==> config.mk <==
export PLATFORM = sky130hd
export DESIGN_NAME = supply_guard
export DESIGN_NICKNAME = d
export VERILOG_FILES = /design/src/rtl/supply_guard.sv
export SDC_FILE = /design/constraint.sdc
export NUM_CORES = 1
export LEC_CHECK = 0
export ABC_AREA = 1
export BUFFER_PORTS_ARGS = -buffer_cell sky130_fd_sc_hd__buf_4
export CAP_MARGIN = 30
export CORE_MARGIN = 1.5
export CORE_UTILIZATION = 39
export DETAILED_ROUTE_END_ITERATION = 12
export GPL_TIMING_DRIVEN = 1
export HOLD_SLACK_MARGIN = 0.12
export PLACE_DENSITY = 0.6
export SETUP_SLACK_MARGIN = 0.05
export SYNTH_ARGS = -nofsm -noshare
export SYNTH_HDL_FRONTEND = slang
export SYNTH_SLANG_ARGS = --single-unit
==> constraint.sdc <==
create_clock -name clk -period 0.96 [get_ports clk]
set_clock_uncertainty 0.1 [all_clocks]
set_input_delay 0.144 -clock clk [delete_from_list [all_inputs] [get_ports clk]]
set_output_delay 0.144 -clock clk [all_outputs]
set_load 0.05 [all_outputs]
==> src/rtl/supply_guard.sv <==
module supply_guard #(
  parameter int W            = 12,
  parameter int CW           = 4,
  parameter int POR_MV       = 1400,
  parameter int UVLO_MV      = 2500,
  parameter int WARN_BASE_MV = 1850,
  parameter int WARN_STEP_MV = 100,
  parameter int HYS_MV       = 50
) (
  input  logic          clk,
  input  logic          rst_n,
  input  logic [W-1:0]  sample_mv,
  input  logic          sample_vld,
  input  logic [CW-1:0] warn_code,
  input  logic          warn_mask,
  input  logic          stat_clr,
  output logic          reg_access_en,
  output logic          out_allowed,
  output logic          warn_stat,
  output logic          irq_n
);
  localparam int TW = W + CW + 2;

  logic [TW-1:0] smp, warn_thr;
  logic por_q, uvlo_q, warn_q, stat_q, irq_q;
  logic por_n, uvlo_n, warn_n, stat_n;

  function automatic logic stays_high(input logic cur, input logic [TW-1:0] v,
                                      input logic [TW-1:0] lim);
    return cur ? (v >= lim) : (v >= lim + TW'(HYS_MV));
  endfunction

  assign smp      = TW'(sample_mv);
  assign warn_thr = TW'(WARN_BASE_MV) + TW'(warn_code) * TW'(WARN_STEP_MV);

  assign por_n  = sample_vld ? stays_high(por_q, smp, TW'(POR_MV)) : por_q;
  assign uvlo_n = sample_vld ? stays_high(uvlo_q, smp, TW'(UVLO_MV)) : uvlo_q;
  assign warn_n = sample_vld ? !stays_high(!warn_q, smp, warn_thr) : warn_q;
  assign stat_n = warn_n | (stat_q & ~stat_clr);

  always_ff @(posedge clk or negedge rst_n) begin
    if (!rst_n) begin
      por_q  <= 1'b0;
      uvlo_q <= 1'b0;
      warn_q <= 1'b0;
      stat_q <= 1'b0;
      irq_q  <= 1'b1;
    end else begin
      por_q  <= por_n;
      uvlo_q <= uvlo_n;
      warn_q <= warn_n;
      stat_q <= stat_n;
      irq_q  <= ~(stat_n & ~warn_mask);
    end
  end

  assign reg_access_en = por_q;
  assign out_allowed   = uvlo_q;
  assign warn_stat     = stat_q;
  assign irq_n         = irq_q;
endmodule

==> results.yml <==
outcome:
  run_status: "complete, but fails checks"
  violated_checks: "setup timing"
yosys:
  netlist-cell-type-count: 34
  synth-edff-count: 0
  synth.area.top_cells: "sky130_fd_sc_hd__ha_1 29%, sky130_fd_sc_hd__nand2_1 13%, sky130_fd_sc_hd__dfrtp_1 7.3%"
  synthMostInstantiatedCell: "sky130_fd_sc_hd__nand2_1"
  synth_seq_area_share_pct: 9.17
  yosys.area.top_type: "sky130_fd_sc_hd__ha_1"
  syn_avg_cell_area_um2: 7.06
  synth_top_cell_area_share_pct: 29.1
  most_instantiated_cells_after_synthesis: "48 x sky130_fd_sc_hd__nand2_1, 32 x sky130_fd_sc_hd__ha_1, 26 x sky130_fd_sc_hd__inv_1"
  yosys_warnings: 0
  synth_top_flop_cell: "sky130_fd_sc_hd__dfrtp_1"
  async_reset_ff_share_pct: 100
  register_bit_count_reported_by_yosys: 5
  postSynthCellCount: 195
  synthesis.area_um2: 1380
  mappedNetlistNets: 249
grt:
  grt_start_max_net_pins: 7
  globalRouteOverflowTotal: 0
  grt_pass1_wl_um: 6270
  number_of_antenna_violations_at_the_first_check_in_global_routing: 0
  grt_pass1_vias: 1465
  track_usage_pct: 19.8
  busiest_layer: "met2"
  globalRouteMet3Util_pct: 2.88
  grt_use_met1_pct: 25.0
  groute.layer.met2.usage_pct: 35.3
timing:
  finalMaxSlewViolations: 0
  report.final.hold_viol_count: 0
  max_slew_margin_pct: 77.7
  worst_slack_setup_final_ns: -1.92
  grt_setup_unrepaired: "true"
  setup_viol: 9
  fmaxAchievable_mhz: 347
  post-route-min-period_ns: 2.88
  fin_tns_setup_ns: -6.67
  worst-slew-pin-transition_ns: 0.331
  post-route-period-util_pct: 300
placement:
  placed_cells_incl_taps: 304
  placement.io_buffers: 24
  dp_hpwl_um: 3040
  gpl.final_weighted_congestion: 0.840
worst_setup_path:
  reg2reg_setup_slack_ns: -0.20
  timing.critical_path.mode_cell: "sky130_fd_sc_hd__nand2_1"
  crit_path_max_fanout: 4
  critPathSlowestCell: "sky130_fd_sc_hd__fa_2"
  worstRegToRegCells: 7
  critPathArrivalTime_ns: 2.97
  crit-reg2reg-capture: "reg_access_en"
  timing.critical_path.slowest_cell_delay_ns: 0.54
  r2r-start: "reg_access_en"
  cp_class: "primary input to register"
  crit_path_start_kind: "primary input"
  worstPathCellList: "buf_12 -> inv_12 -> ha_4 -> inv_4 -> ha_4 -> fa_2 -> inv_2 -> nor2_4 -> xor2_2 -> nand2_2 -> nor2_4 -> xor2_1 -> ha_1 -> nand2_1 -> nand2_1 -> nand2_1 -> nand2_1 -> a21oi_1 -> nand4_1 -> nand2_1 -> nand2_2 -> nand3_2 -> nand2_1"
  startpoint: "warn_code[1]"
  critPathRequiredTime_ns: 1.05
  end_kind: "register"
power_and_ir_drop:
  total_power_mw: 2.74
  powerDensity_nw_per_um2: 1290
  irDropWorstVdd_v: 0.000578
  p_leak_nw: 1.13
min_path:
  worst_hold_startpoint: "stat_clr"
  hold_path_end: "warn_stat"
  whs_path_depth: 4
  hp-class: "primary input to register"
floorplanning:
  die_h_um: 62.4
  die_area_um2: 3900
  fp-row-count: 21
  chipWidth_um: 62.4
  start_util_pct: 41.0
  design.portCount: 25
  coreArea_um2: 3360
routing:
  drt-wirelength-per-cell_um: 11.3
  first_pass_iters: 4
  vias_per_cell: 4.72
  drt.antenna.violating_nets: 0
  vias: 1469
  drtIter0Drc: 25
  drt_wl_total_um: 3520
  drc: 0
cts:
  clock_pin_slew_reported_for_the_worst_setup_and_hold_paths_after_clock_tree_synthesis_ns: 0.05
  count_of_h_tree_levels_built_during_cts: 1
  clock_path_buffers: 2
  cts-hold-fix-buffers: 2
  cts_tree: "yes"
  clkLatencyLatePin_ns: 0.26
  cts_inserted_buffers: 3
  count_of_clock_tree_sinks: 5
  root_buffer: "sky130_fd_sc_hd__clkbuf_4"
final_layout:
  design.final.nets: 320
  num-fill-cells: 343
  layoutNonFillerInstCount: 311
  layout_area_growth_over_synthesis_pct: 54.0
  final_layout_size_suffix_gt1_share_pct: 43.4
  insertedDiodeCount: 0
flow_run:
  maxCapViolCount: 0
metrics by stage:
step / instance area (um^2) / hold WS (ns) / util, % / setup WS (ns)
after floorplan: 1440 / -0.252 / - / -1.93
after global placement: 1970 / -0.155 / 58.5 / -2.18
after detailed placement: 1970 / -0.149 / 58.5 / -2.28
after CTS: 2090 / 0.0836 / 62.1 / -1.92
after global routing: 2120 / 0.0924 / 63.1 / -2.10
final: 2120 / 0.0935 / 63.1 / -1.92
flip-flops by register name, indices dropped and copies added, names as in the netlist:
signal / flops
irq_n: 1
out_allowed: 1
reg_access_en: 1
warn_q: 1
warn_stat: 1
layout make-up:
type	count	area (um^2)	area share, %
multi-input cells	159	1230	58.1
clock buffers	3	22.5	1.06
repair buffers	66	543	25.6
flip-flops and latches	5	129	6.08
well taps	46	57.6	2.71
inverters	31	131	6.19
clock inverters	1	5.00	0.236
worst max-delay path: cells and delay by family:
family / cells / cell delay [ns]
AO/OA/AOI/OAI: 1 / 0.11
XOR/XNOR: 2 / 0.36
adder cells (fa/ha/maj): 4 / 1.22
buffers and inverters: 4 / 0.21
AND/OR/NAND/NOR: 12 / 0.92
repair_timing:
item	4_1_cts	5_1_grt
gates resized for setup	15	6
endpoints found under the hold margin	8	1
endpoints found under the setup margin	9	9
pin swaps	21	5
setup buffers	1	0
cells in the final DEF (no fill, tap or decap), types with 2 or more instances in the layout:
cell                            netlist  layout
sky130_fd_sc_hd__buf_4                0      57
sky130_fd_sc_hd__nand2_1             48      45
sky130_fd_sc_hd__ha_1                32      27
sky130_fd_sc_hd__inv_1               26      24
sky130_fd_sc_hd__nor2_1              13      13
sky130_fd_sc_hd__a21oi_1             12      10
sky130_fd_sc_hd__nand2_2              5       8
sky130_fd_sc_hd__nand3_1              8       6
sky130_fd_sc_hd__inv_2                5       5
sky130_fd_sc_hd__nand3_2              2       4
sky130_fd_sc_hd__o21ai_0              6       4
sky130_fd_sc_hd__ha_4                 0       4
sky130_fd_sc_hd__buf_6                0       4
sky130_fd_sc_hd__nor3_2               1       3
sky130_fd_sc_hd__xor2_2               2       3
sky130_fd_sc_hd__nand2_4              3       3
sky130_fd_sc_hd__nand4_1              3       3
sky130_fd_sc_hd__clkbuf_4             0       3
sky130_fd_sc_hd__nor2_4               2       2
sky130_fd_sc_hd__o21a_1               2       2
sky130_fd_sc_hd__xor2_1               3       2
sky130_fd_sc_hd__o21ai_1              0       2
sky130_fd_sc_hd__a21oi_2              0       2
sky130_fd_sc_hd__dlygate4sd3_1        0       2
sky130_fd_sc_hd__dfrtp_2              0       2
sky130_fd_sc_hd__buf_8                0       2
sky130_fd_sc_hd__dfrtp_1              4       2
cell families (layout without fill, tap and decap cells):
logic type	Yosys count	in the layout	share of synthesized area, %
buf+inv	31	101	8.45
compound gates	26	26	11.1
fa+ha+maj	33	33	30.5
simple gates	93	93	33.9
flops	5	5	9.17
xor+xnor	7	7	6.90
power by group:
part / switching, mW / total, mW / leakage, nW / internal, mW
combinational: 1.16 / 2.13 / 1.06 / 0.972
sequential: 0.0604 / 0.347 / 0.0551 / 0.287
clock: 0.111 / 0.263 / 0.0177 / 0.152
per-layer routing:
layer / share of wire [%] / vias up
met5: 0 / -
met4: 0.83 / 0
met3: 4.4 / 3
met2: 50 / 26
met1: 45 / 662
li1: - / 778
worst max path at each step:
stage | to | slack [ns] | depth (start not counted)
after CTS | irq_n | -1.92 | 23
after detailed placement | irq_n | -2.28 | 23
after global placement | irq_n | -2.18 | 23
final | irq_n | -1.92 | 23
after global routing | irq_n | -2.10 | 23
after floorplan | irq_n | -1.93 | 22
Note: power is estimated with default switching activity, not from simulation.
